### src/rtl/dmareq_pkg.sv
package dmareq_pkg;

    typedef enum logic {
        DIR_RX = 1'b0,
        DIR_TX = 1'b1
    } xfer_dir_e;

    typedef struct packed {
        logic      req;
        xfer_dir_e dir;
    } burst_state_s;

endpackage

### src/rtl/dmareq_level_eval.sv
module dmareq_level_eval
    import dmareq_pkg::*;
#(
    parameter int DEPTH      = 16,
    parameter int WORD_BYTES = 2,
    parameter int CNT_W      = $clog2(DEPTH + 1)
) (
    input  xfer_dir_e        dir,
    input  logic [CNT_W-1:0] thresh,
    input  logic [CNT_W-1:0] fill_cnt,
    output logic             start_ok,
    output logic             end_hit
);
    localparam logic [CNT_W-1:0] DEPTH_C = CNT_W'(DEPTH);
    localparam logic [CNT_W-1:0] WORD_C  = CNT_W'(WORD_BYTES);

    logic [CNT_W-1:0] free_cnt;
    logic             rx_start, rx_end, tx_start, tx_end;

    always_comb begin
        free_cnt = DEPTH_C - fill_cnt;
        rx_start = fill_cnt > thresh;
        rx_end   = fill_cnt < WORD_C;
        tx_start = fill_cnt < thresh;
        tx_end   = free_cnt < WORD_C;
    end

    always_comb begin
        if (dir == DIR_TX) begin
            start_ok = tx_start;
            end_hit  = tx_end;
        end else begin
            start_ok = rx_start;
            end_hit  = rx_end;
        end
    end

endmodule

### src/rtl/dmareq_burst_ctrl.sv
module dmareq_burst_ctrl
    import dmareq_pkg::*;
#(
    parameter int DEPTH      = 16,
    parameter int WORD_BYTES = 2,
    parameter int CNT_W      = $clog2(DEPTH + 1)
) (
    input  logic             clk,
    input  logic             rst_n,
    input  logic             dma_en,
    input  xfer_dir_e        dir,
    input  logic [CNT_W-1:0] fill_cnt,
    input  logic             start_ok,
    input  logic             end_hit,
    output logic             req
);
    localparam logic [CNT_W-1:0] DEPTH_C = CNT_W'(DEPTH);
    localparam logic [CNT_W-1:0] WORD_C  = CNT_W'(WORD_BYTES);

    burst_state_s state_d, state_q;
    logic         dir_flip;

    always_comb begin
        state_d     = state_q;
        dir_flip    = (dir != state_q.dir);
        state_d.dir = dir;
        if (!dma_en || dir_flip) begin
            state_d.req = 1'b0;
        end else begin
            state_d.req = (state_q.req | start_ok) & ~end_hit;
        end
    end

    always_ff @(posedge clk) begin
        if (!rst_n) begin
            state_q <= '{req: 1'b0, dir: DIR_RX};
        end else begin
            state_q <= state_d;
        end
    end

    assign req = state_q.req;

    // disabling DMA drops the request at the next edge
    p_disable_drops_r8: assert property (@(posedge clk) disable iff (!rst_n)
        !dma_en |=> !req);

    // a direction flip blocks the request at the next edge
    p_dir_flip_r9: assert property (@(posedge clk) disable iff (!rst_n)
        (dir != state_q.dir) |=> !req);

    // receive burst ends below one word of data
    p_rx_end_r4: assert property (@(posedge clk) disable iff (!rst_n)
        (dir == DIR_RX && fill_cnt < WORD_C) |=> !req);

    // transmit burst ends below one word of space
    p_tx_end_r6: assert property (@(posedge clk) disable iff (!rst_n)
        (dir == DIR_TX && (DEPTH_C - fill_cnt) < WORD_C) |=> !req);

    // an active receive burst holds while a word remains
    p_rx_hold_r3: assert property (@(posedge clk) disable iff (!rst_n)
        (req && dma_en && dir == DIR_RX && state_q.dir == DIR_RX
         && fill_cnt >= WORD_C) |=> req);

    // a rise needs DMA enabled in the previous cycle
    p_rise_needs_en_r2: assert property (@(posedge clk) disable iff (!rst_n)
        $rose(req) |-> $past(dma_en));

endmodule

### src/rtl/dma_burst_req.sv
module dma_burst_req
    import dmareq_pkg::*;
#(
    parameter int DEPTH      = 16,
    parameter int WORD_BYTES = 2,
    parameter int STAT_W     = 8,
    parameter int STAT_BIT   = 7,
    parameter int CNT_W      = $clog2(DEPTH + 1)
) (
    input  logic              clk,
    input  logic              rst_n,
    input  logic              dma_en,
    input  logic              dir_tx,
    input  logic [CNT_W-1:0]  thresh,
    input  logic [CNT_W-1:0]  fill_cnt,
    output logic              dma_req,
    output logic [STAT_W-1:0] svc_status
);
    xfer_dir_e dir;
    logic      start_ok, end_hit;

    assign dir = dir_tx ? DIR_TX : DIR_RX;

    dmareq_level_eval #(
        .DEPTH(DEPTH), .WORD_BYTES(WORD_BYTES), .CNT_W(CNT_W)
    ) u_eval (
        .dir(dir), .thresh(thresh), .fill_cnt(fill_cnt),
        .start_ok(start_ok), .end_hit(end_hit)
    );

    dmareq_burst_ctrl #(
        .DEPTH(DEPTH), .WORD_BYTES(WORD_BYTES), .CNT_W(CNT_W)
    ) u_ctrl (
        .clk(clk), .rst_n(rst_n), .dma_en(dma_en), .dir(dir),
        .fill_cnt(fill_cnt), .start_ok(start_ok), .end_hit(end_hit),
        .req(dma_req)
    );

    for (genvar i = 0; i < STAT_W; i++) begin : g_status
        if (i == STAT_BIT) begin : g_req_bit
            assign svc_status[i] = dma_req;
        end else begin : g_zero_bit
            assign svc_status[i] = 1'b0;
        end
    end

    // the status byte never shows a bit other than the request bit
    p_status_clean_r10: assert property (@(posedge clk) disable iff (!rst_n)
        $countones(svc_status) == 32'(dma_req));

endmodule

### config.mk
export PLATFORM = sky130hd
export DESIGN_NAME = dma_burst_req
export DESIGN_NICKNAME = d
export VERILOG_FILES = /design/src/rtl/dmareq_pkg.sv /design/src/rtl/dmareq_level_eval.sv /design/src/rtl/dmareq_burst_ctrl.sv /design/src/rtl/dma_burst_req.sv
export SDC_FILE = /design/constraint.sdc
export NUM_CORES = 1
export LEC_CHECK = 0
export ABC_AREA = 0
export BUFFER_PORTS_ARGS = -buffer_cell sky130_fd_sc_hd__buf_4
export CAP_MARGIN = 20
export CORE_AREA = 2 2 39 41
export DETAILED_ROUTE_END_ITERATION = 16
export DIE_AREA = 0 0 41 43
export GPL_TIMING_DRIVEN = 0
export PLACE_DENSITY = 0.6
export SLEW_MARGIN = 40
export SYNTH_ARGS = -nofsm -noshare
export SYNTH_HDL_FRONTEND = slang
export SYNTH_HIERARCHICAL = 1
export SYNTH_SLANG_ARGS = --single-unit
export TNS_END_PERCENT = 10
### constraint.sdc
create_clock -name clk -period 1.3 [get_ports clk]
set_input_delay 0.195 -clock clk [delete_from_list [all_inputs] [get_ports clk]]
set_output_delay 0.195 -clock clk [all_outputs]
set_load 0.01 [all_outputs]
# After elaboration in Yosys (flattened, before gate mapping)
# Cells that the tools add are included.
[totals] in_bits=14 reg_bits=2 out_inout_bits=9
[classes] n_eq_ne=1 reduce_logical=3 magnitude_cmp=4 n_mux=3 n_bitwise=4 n_addsub=1
[ops] op="$lt 5x2->1 const B" n=2
[ops] op="$gt 5x5->1" n=1
[ops] op="$lt 5x5->1" n=1
[ops] op="$sub 5x5->5 const A" n=1
[ops] op="$mux 1" n=3
[ops] op="$not 1->1" n=2
[ops] op="$reduce_or 2->1" n=1
[ops] op="$and 1x1->1" n=1
[ops] op="$logic_not 1->1" n=1
[ops] op="$logic_or 1x1->1" n=1
[ops] op="$ne 1x1->1" n=1
[ops] op="$or 1x1->1" n=1

# Logic depth before layout (Yosys ltp)
# Gate-level depths: netlist of run 1.
[depth] ltp_word=5 depth_mapped=7 depth_no_buf=7

# Cells and area by module
# Netlist of run 1, hierarchy kept.
[by_module_without_submodules] mod="dmareq_level_eval" cells_each=32 n_inst=1 area_per_inst_um2=215.2
[by_module_without_submodules] mod="dmareq_burst_ctrl" cells_each=7 n_inst=1 area_per_inst_um2=76.3
[by_module_without_submodules] mod="dma_burst_req" cells_each=9 n_inst=1 area_per_inst_um2=63.8

# Worst setup path after synthesis of run 1
# No wires, ideal clock.
[synth_timing] path_kind="in2reg" from="input port thresh[4]" to="register u_ctrl.state_q (netlist bit u_ctrl/req)" cell_stages=7 setup_time_ns=0.088 n_path_buf=0 t_required_ns=1.212 arrival_time_ns=1.242 slack_ns=-0.029 cell_sequence="inv_1 -> ha_1 -> nand4_1 -> o221ai_1 -> mux2i_1 -> nor2_1 -> nor4_2"
[synth_via] elab_chain_len=4
[synth_rtl] item="start: declaration" line_no="dma_burst_req.sv:14" rtl="input logic [CNT_W-1:0] thresh,"
[synth_rtl] item="$gt 5x5->1 / $lt 5x5->1 (equally long branches)" line_no="dmareq_level_eval.sv:22, dmareq_level_eval.sv:24"
[synth_rtl] item="$mux 1 (*)" line_no="dmareq_level_eval.sv:29" rtl="if (dir == DIR_TX) begin"
[synth_rtl] item="named net start_ok" line_no="dma_burst_req.sv:20" rtl="logic start_ok, end_hit;"
[synth_rtl] item="$or 1x1->1 (*)" line_no="dmareq_burst_ctrl.sv:30" rtl="state_d.req = (state_q.req | start_ok) & ~end_hit;"
[synth_rtl] item="$and 1x1->1 (*)" line_no="dmareq_burst_ctrl.sv:30"
[synth_rtl] item="end signal: assignment" line_no="dmareq_burst_ctrl.sv:36" rtl="state_q <= '{req: 1'b0, dir: DIR_RX};"
[synth_rtl] item="end signal: assignment" line_no="dmareq_burst_ctrl.sv:38" rtl="state_q <= state_d;"
[synth_rtl] item="end: declaration" line_no="dmareq_burst_ctrl.sv:20" rtl="burst_state_s state_d, state_q;"
# Mark *: on every way through the listed nets, which the timed path passes. The rest lies on a longest branch.
# A chain may end at the register's enable or synchronous reset.

# Worst setup path after layout of run 1
[layout_timing] from="input port fill_cnt[2]" to="register u_ctrl.state_q (netlist bit u_ctrl/req)"
[layout_rtl] item="start: declaration" line_no="dma_burst_req.sv:15" rtl="input logic [CNT_W-1:0] fill_cnt,"
[layout_rtl] item="$gt 5x5->1 / $lt 5x5->1 (equally long branches)" line_no="dmareq_level_eval.sv:22, dmareq_level_eval.sv:24"
[layout_rtl] item="$mux 1 (*)" line_no="dmareq_level_eval.sv:29"
[layout_rtl] item="named net start_ok" line_no="dma_burst_req.sv:20"
[layout_rtl] item="$or 1x1->1 (*)" line_no="dmareq_burst_ctrl.sv:30"
[layout_rtl] item="$and 1x1->1 (*)" line_no="dmareq_burst_ctrl.sv:30"
# Marks and branches as above.

==> results of run 1 <==
## sequential cells by signal (all words and copies together), names as in the netlist
name,flops
u_ctrl/state_q,1
u_ctrl/req,1
## worst min-delay path by stage
| stage | endpoint |
|---|---|
| CTS | u_ctrl/state_q[0] |
| floorplan | u_ctrl/state_q[0] |
| global placement | u_ctrl/state_q[0] |
| finish | u_ctrl/state_q[0] |
| detailed placement | u_ctrl/state_q[0] |
| global route | u_ctrl/state_q[0] |
## Yosys cell counts, drive strengths merged
master | instances | share of area [%]
o22a | 1 | 2.8
or3 | 1 | 1.8
nand2 | 3 | 3.2
a21oi | 4 | 5.6
nor3 | 2 | 2.8
mux2i | 1 | 2.8
o221ai | 1 | 2.5
xor2 | 1 | 2.5
nor2 | 3 | 3.2
nand4 | 1 | 1.8
and2 | 1 | 2.1
dfxtp | 2 | 11
ha | 6 | 21
buf | 8 | 17
conb | 1 | 1.1
inv | 9 | 9.5
o21ai | 1 | 1.4
nor4 | 1 | 3.5
a2111oi | 1 | 4.2
## area by class of cell
cell class              instances  area share (%)
repair buffers                 17            24.3
flip-flops and latches          2            6.32
well taps                      16            3.16
plain buffers                   8            9.49
clock buffers                   3            3.56
inverters                       9            5.73
multi-input cells              35            47.4
## power by group through the flow
| stage | registers [mW] | logic (mW) | clock network (mW) |
|---|---|---|---|
| final | 0.0666 | 0.174 | 0.138 |
| after global placement | 0.0673 | 0.139 | 0 |
| after detailed placement | 0.0674 | 0.141 | 0 |
| after global routing | 0.0668 | 0.195 | 0.158 |
| after CTS | 0.0666 | 0.142 | 0.148 |
| after floorplan | 0.0679 | 0.0893 | 0 |
## routing by layer
metal	GRT usage [%]	vias up	routed length [um]
met3	3.14	0	84
met4	8.00	0	0
met2	14.1	17	456
met1	11.9	164	325
li1	-	201	-
met5	0	-	0
## placed cells by master, fill, tap and decap left out, drive strengths merged
cell and n:
a2111oi 1, nor2 3, mux2i 1, and2 1, o221ai 1, o22a 1, ha 6, o21ai 1
a21oi 4, clkbuf 3, nor4 1, dfxtp 2, conb 7, nor3 2, buf 25, xor2 1
nand4 1, inv 9, or3 1, nand2 3
## logic make-up after synthesis
| logic type | Yosys count | share of synthesized area [%] |
|---|---|---|
| buffers and inverters | 17 | 26.4 |
| AND/OR/NAND/NOR | 12 | 18.3 |
| AO/OA/AOI/OAI | 8 | 16.5 |
| adder cells (fa/ha/maj) | 6 | 21.1 |
| flip-flops | 2 | 11.3 |
| other | 1 | 1.06 |
| XOR/XNOR | 1 | 2.47 |
| multiplexers | 1 | 2.82 |
## through the flow
| step | instances | power [mW] |
|---|---|---|
| floorplan | 54 | 0.157 |
| global placement | 85 | 0.206 |
| detailed placement | 85 | 0.209 |
| CTS | 88 | 0.356 |
| global route | 90 | 0.419 |
| finish | 90 | 0.378 |
## what timing repair did
item | in CTS | in global routing
pin swaps | 1 | 7
buffers inserted | 0 | 2
endpoints found under the setup margin | 1 | 1
gates resized for setup | 0 | 15
==> metrics.md, run 1 <==
| Metric | Value |
|---|---|
| Clock Path Buffers | 2 |
| CTS H-Tree Depth | 1 |
| Total leakage power | 0.325 nW |
| Share of post-route cells with drive strength above 1 | 54.1% |
| Initial cell density of the core | 25.7% |
| DR DRC count | 0 |
| Worst EP arrival | 1.42 ns |
| Worst path bufs/invs | 1 |
| First-pass GRT wire length | 1160 um |
| CTS Hold Bufs | 0 |
| Hold path depth | 2 |
| Clock Sink Count | 2 |
| Post-synth cell types | 19 |
| Critical Path Source | fill_cnt[2] |
| Vias in the first global route | 302 |
| Syn Std Cell Area | 355 um^2 |
| Crit Reg-Reg Endpoint | u_ctrl/req |
| Core area | 1380 um^2 |
| Crit path to | u_ctrl/req |
| GRT Overall Usage | 10.0% |
| Slowest stage delay, CP | 0.26 ns |
| Final instance area | 633 um^2 |
| Worst hold slack | 0.214 ns |
| Peak VDD IR | 481 uV |
| Seq/Total Area, Yosys | 11.3% |
| Final cycle utilization of the critical path | 99.5% |
| Via-to-Cell Ratio | 4.24 |
| Crit path max-delay family | simple AND/OR/NAND/NOR gates |
| Power per cell area | 597 nW/um^2 |
| Port buffer count | 15 |
| Initial antenna violation count | 0 |
| Clock share of power | 36.5% |
| Synth Warn # | 6 |
| Worst reg-to-reg path cell count | 2 |
| Reg-to-Reg Start | u_ctrl/req |
| Outcome | finished, final reports clean |
| Reg power frac | 17.6% |
| Detailed Place HPWL | 629 um |
| Antenna diodes | 0 |
| Grt total ovfl | 0 |
| Filler cell count | 147 |
| Via count | 382 |
| Die Height | 43 um |
| Slew Viols, Final | 0 |
| Antenna Nets Post-Route | 0 |
| Unrepaired setup endpoints after global routing | true |
| FF+latch area | 40.0 um^2 |
| Final WL | 867 um |
| CTS tree | done |
| Sw power | 0.113 mW |
| DR WL/cell | 9.63 um |
| DP Area | 517 um^2 |
| Cts bufs inserted | 3 |
| Clk Latency, worst-skew pair | 0.22 ns |
| Largest net degree at the start of global routing | 6 |
| P&R area growth vs syn | 78.2% |
| Setup Viol. Count Final | 0 |
| Max Clk Rate | 0.773 GHz |
| DRT Pass-1 Iters | 4 |
| Mean post-synth cell area | 7.40 um^2 |
| Skew final | 0.00410 ns |
| NumNets Final | 96 |
| # rows | 14 |
| Required @ worst endpoint | 1.43 ns |
| Utilization after layout | 45.8% |
| CP cell instances | buf_6 -> ha_4 -> nand4_1 -> o221ai_2 -> mux2i_1 -> nor2_1 -> nor4_2 |
| CTS root buf | clkbuf_4 |
| Hold Startpoint | rst_n |
| Hold Path Class | primary input to register |
| Cells after synthesis | 48 |
| Worst-path clk slew | 0.03 ns |
| Setup WS post-layout | 0.00655 ns |
| Final Hold Vio Count | 0 |
| Flop-to-flop setup slack | 0.54 ns |
| P_int | 0.265 mW |
| Combinational power share | 45.9% |
| Top Ports | 23 |
| Yosys reg bits | 2 |
| Critical path depth | 7 |
| Setup TNS | 0 ns |
| Gpl congestion | 0.715 |
| CP Max Fanout | 4 |
| Final worst path period need | 1.29 ns |
| Die width | 41 um |
| Iter 0 DRT Violations | 2 |
| Pre-CTS WS | -0.236 ns |
| Slowest cell on the critical path | ha_4 |
| Kind of critical path | primary input to register |
| CP startpoint kind | primary input |
| Area of the multi-input gates | 300 um^2 |
| CP Capture Type | register |
| Sw Share | 29.9% |
| Die ar. | 1760 um^2 |
| Max cap viols | 0 |
Note: power is estimated with default switching activity, not from simulation.
==> run 2: changes to the inputs <==
--- a/config.mk
+++ b/config.mk
@@ -6,16 +6,15 @@
 export NUM_CORES = 1
 export LEC_CHECK = 0
 export ABC_AREA = 0
-export BUFFER_PORTS_ARGS = -buffer_cell sky130_fd_sc_hd__buf_4
+export BUFFER_PORTS_ARGS = -buffer_cell sky130_fd_sc_hd__buf_2
 export CAP_MARGIN = 20
 export CORE_AREA = 2 2 39 41
 export DETAILED_ROUTE_END_ITERATION = 16
 export DIE_AREA = 0 0 41 43
 export GPL_TIMING_DRIVEN = 0
-export PLACE_DENSITY = 0.6
+export PLACE_DENSITY = 0.59
 export SLEW_MARGIN = 40
 export SYNTH_ARGS = -nofsm -noshare
 export SYNTH_HDL_FRONTEND = slang
-export SYNTH_HIERARCHICAL = 1
 export SYNTH_SLANG_ARGS = --single-unit
 export TNS_END_PERCENT = 10
==> constraint.sdc (replaced) <==
create_clock -name clk -period 1.3 [get_ports clk]
set_input_delay 0.195 -clock clk [delete_from_list [all_inputs] [get_ports clk]]
set_output_delay 0.195 -clock clk [all_outputs]
set_load 0.005 [all_outputs]
==> run 2 against run 1 <==
  * Count of clock-buffer cells in the layout unchanged
  * Clock power decreased by 4%
  * Largest cell class unchanged
  * Register-to-register slack got worse by 0.31 ns
  * Highest routed layer unchanged
  * Largest power group unchanged
==> metrics.md, run 2 <==
| Metric | Value |
|---|---|
| NumNets Final | 93 |
| Worst hold slack | 0.206 ns |
| Reg power frac | 20.0% |
| # rows | 14 |
| Port buffer count | 15 |
| Main synth FF type | dfxtp_1 |
| Hold Startpoint | rst_n |
| Peak VDD IR | 434 uV |
| CP Max Fanout | 5 |
| Clk Latency, worst-skew pair | 0.22 ns |
| Synth cell count leaders | buf_4, inv_1, ha_1, nor2_1 |
| Setup Viol. Count Final | 0 |
| Syn Std Cell Area | 349 um^2 |
| Sw power | 0.0935 mW |
| Kind of critical path | primary input to register |
| Reg-to-Reg Start | u_ctrl.req |
| Cells after synthesis | 46 |
| Antenna diodes | 0 |
| Most frequent cell after synthesis | buf_4 |
| Antenna Nets Post-Route | 0 |
| Max Clk Rate | 0.786 GHz |
| CTS H-Tree Depth | 1 |
| Utilization after layout | 39.7% |
| Setup TNS | 0 ns |
| Gpl congestion | 0.704 |
| Outcome | finished, final reports clean |
| Via-to-Cell Ratio | 4.20 |
| Grt total ovfl | 0 |
| Top cells by area, synth | ha_1, buf_4, dfxtp_1, inv_1, o21bai_1 |
| Die Height | 43 um |
| Mean post-synth cell area | 7.59 um^2 |
| Die width | 41 um |
| Post-synth cell types | 23 |
| Max cap viols | 0 |
| Synth Warn # | 0 |
| CTS tree | done |
| Vias in the first global route | 264 |
| Post-synth top area cell | ha_1 |
| Clock share of power | 39.3% |
| Seq/Total Area, Yosys | 11.5% |
| Commonest non-fill, non-tap cells in the layout | buf_2, buf_4, conb_1 |
| Commonest non-fill, non-tap cell in the layout | buf_2 |
| P&R area growth vs syn | 57.3% |
| Via count | 365 |
| CP startpoint kind | primary input |
| Critical Path Source | fill_cnt[2] |
| CTS root buf | clkbuf_4 |
| Yosys reg bits | 2 |
| DRT Pass-1 Iters | 4 |
| Filler cell count | 151 |
| Sw Share | 27.8% |
| Clock Sink Count | 2 |
| P_int | 0.243 mW |
| Die ar. | 1760 um^2 |
| Skew final | 0.00179 ns |
| CTS Hold Bufs | 0 |
| Core area | 1380 um^2 |
| Required @ worst endpoint | 1.40 ns |
| Final Hold Vio Count | 0 |
| Top-area cell type share of the netlist area | 21.5% |
| Initial antenna violation count | 0 |
| Worst-path clk slew | 0.03 ns |
| Final worst path period need | 1.27 ns |
| Final cycle utilization of the critical path | 97.9% |
| Fraction of registers with async set/reset | 0% |
| Tot Pwr | 0.336 mW |
| Share of post-route cells with drive strength above 1 | 50.7% |
| DR DRC count | 0 |
| Top Ports | 23 |
| Initial cell density of the core | 25.2% |
| Worst EP arrival | 1.37 ns |
| DR WL/cell | 8.61 um |
| Post-synth EDFFs | 0 |
| Iter 0 DRT Violations | 1 |
| Cts bufs inserted | 3 |
| Largest net degree at the start of global routing | 9 |
| Slew Viols, Final | 0 |
| GRT Overall Usage | 8.02% |
| First-pass GRT wire length | 972 um |
| Clock Path Buffers | 2 |
| Final WL | 749 um |
| Total leakage power | 0.289 nW |
| Detailed Place HPWL | 603 um |
| Hold Path Class | primary input to register |
| Power per cell area | 612 nW/um^2 |
| CP Capture Type | register |
| Combinational power share | 40.7% |
[run 2: cell count changes after synthesis, sizes merged, moves of 2 or more]
cell	change
nand2	-3
o21bai	+2
nand3	+2
a21oi	-2
inv	-2
[run 2: power groups by stage]
stage	combinational, mW	clock (mW)	sequential [mW]
floorplan	0.0786	0	0.0679
global placement	0.116	0	0.0678
detailed placement	0.120	0	0.0680
CTS	0.121	0.137	0.0672
global route	0.154	0.141	0.0678
finish	0.137	0.132	0.0672
[run 2: logic make-up after synthesis]
kind of cell               synth area share (%)
xor gates and xnor gates                   2.51
other                                      1.07
buffers and inverters                      24.7
AOI/OAI and AO/OA                          17.9
adders and majority gates                  21.5
DFF                                        11.5
and+or+nand+nor                            20.8
[run 2: metal layers]
metal	share of wire [%]	vias up	global-route usage [%]
li1	-	195	-
met1	47	158	10.2
met2	46	12	11.9
met3	6.4	0	3.66
met4	0	0	2.00
met5	0	-	0
[run 2: stage by stage]
stage | setup WS (ns) | area, um^2 | instances
4_1_cts | 0.0387 | 502 | 86
2_1_floorplan | -0.0302 | 384 | 52
3_3_place_gp | -0.172 | 479 | 83
5_1_grt | -0.0116 | 549 | 87
3_5_place_dp | -0.186 | 479 | 83
6_report | 0.0277 | 549 | 87
[run 2: final timing paths]
check	end	depth (start not counted)	slack [ns]
worst max register to register	u_ctrl.req	2	0.23
worst min-delay path	u_ctrl.state_q[0]	2	0.21
worst max-delay path	u_ctrl.req	6	0.03
worst min register to register	u_ctrl.req	1	0.56
[run 2: cell type report]
type                       count  area [um^2]  share of cell area (%)
multi-input combinational     35          295                    53.8
timing repair buffer          16         85.1                    15.5
buffer                         8         60.1                    10.9
sequential                     2         40.0                    7.29
inverter                       7         26.3                    4.78
clock buffer                   3         22.5                    4.10
tap                           16         20.0                    3.64
[run 2: timing repair]
action                                  CTS  global route
setup buffers                             0             1
endpoints found under the setup margin    0             1
endpoints found under the hold margin     0             0
resized for setup                         0             7
[run 2: critical path, stage by stage]
cell and delay, ns:
clkbuf_4 0.14, ha_4 0.21, nand4_1 0.11, o21bai_1 0.10, or4_1 0.47, o311a_1 0.14
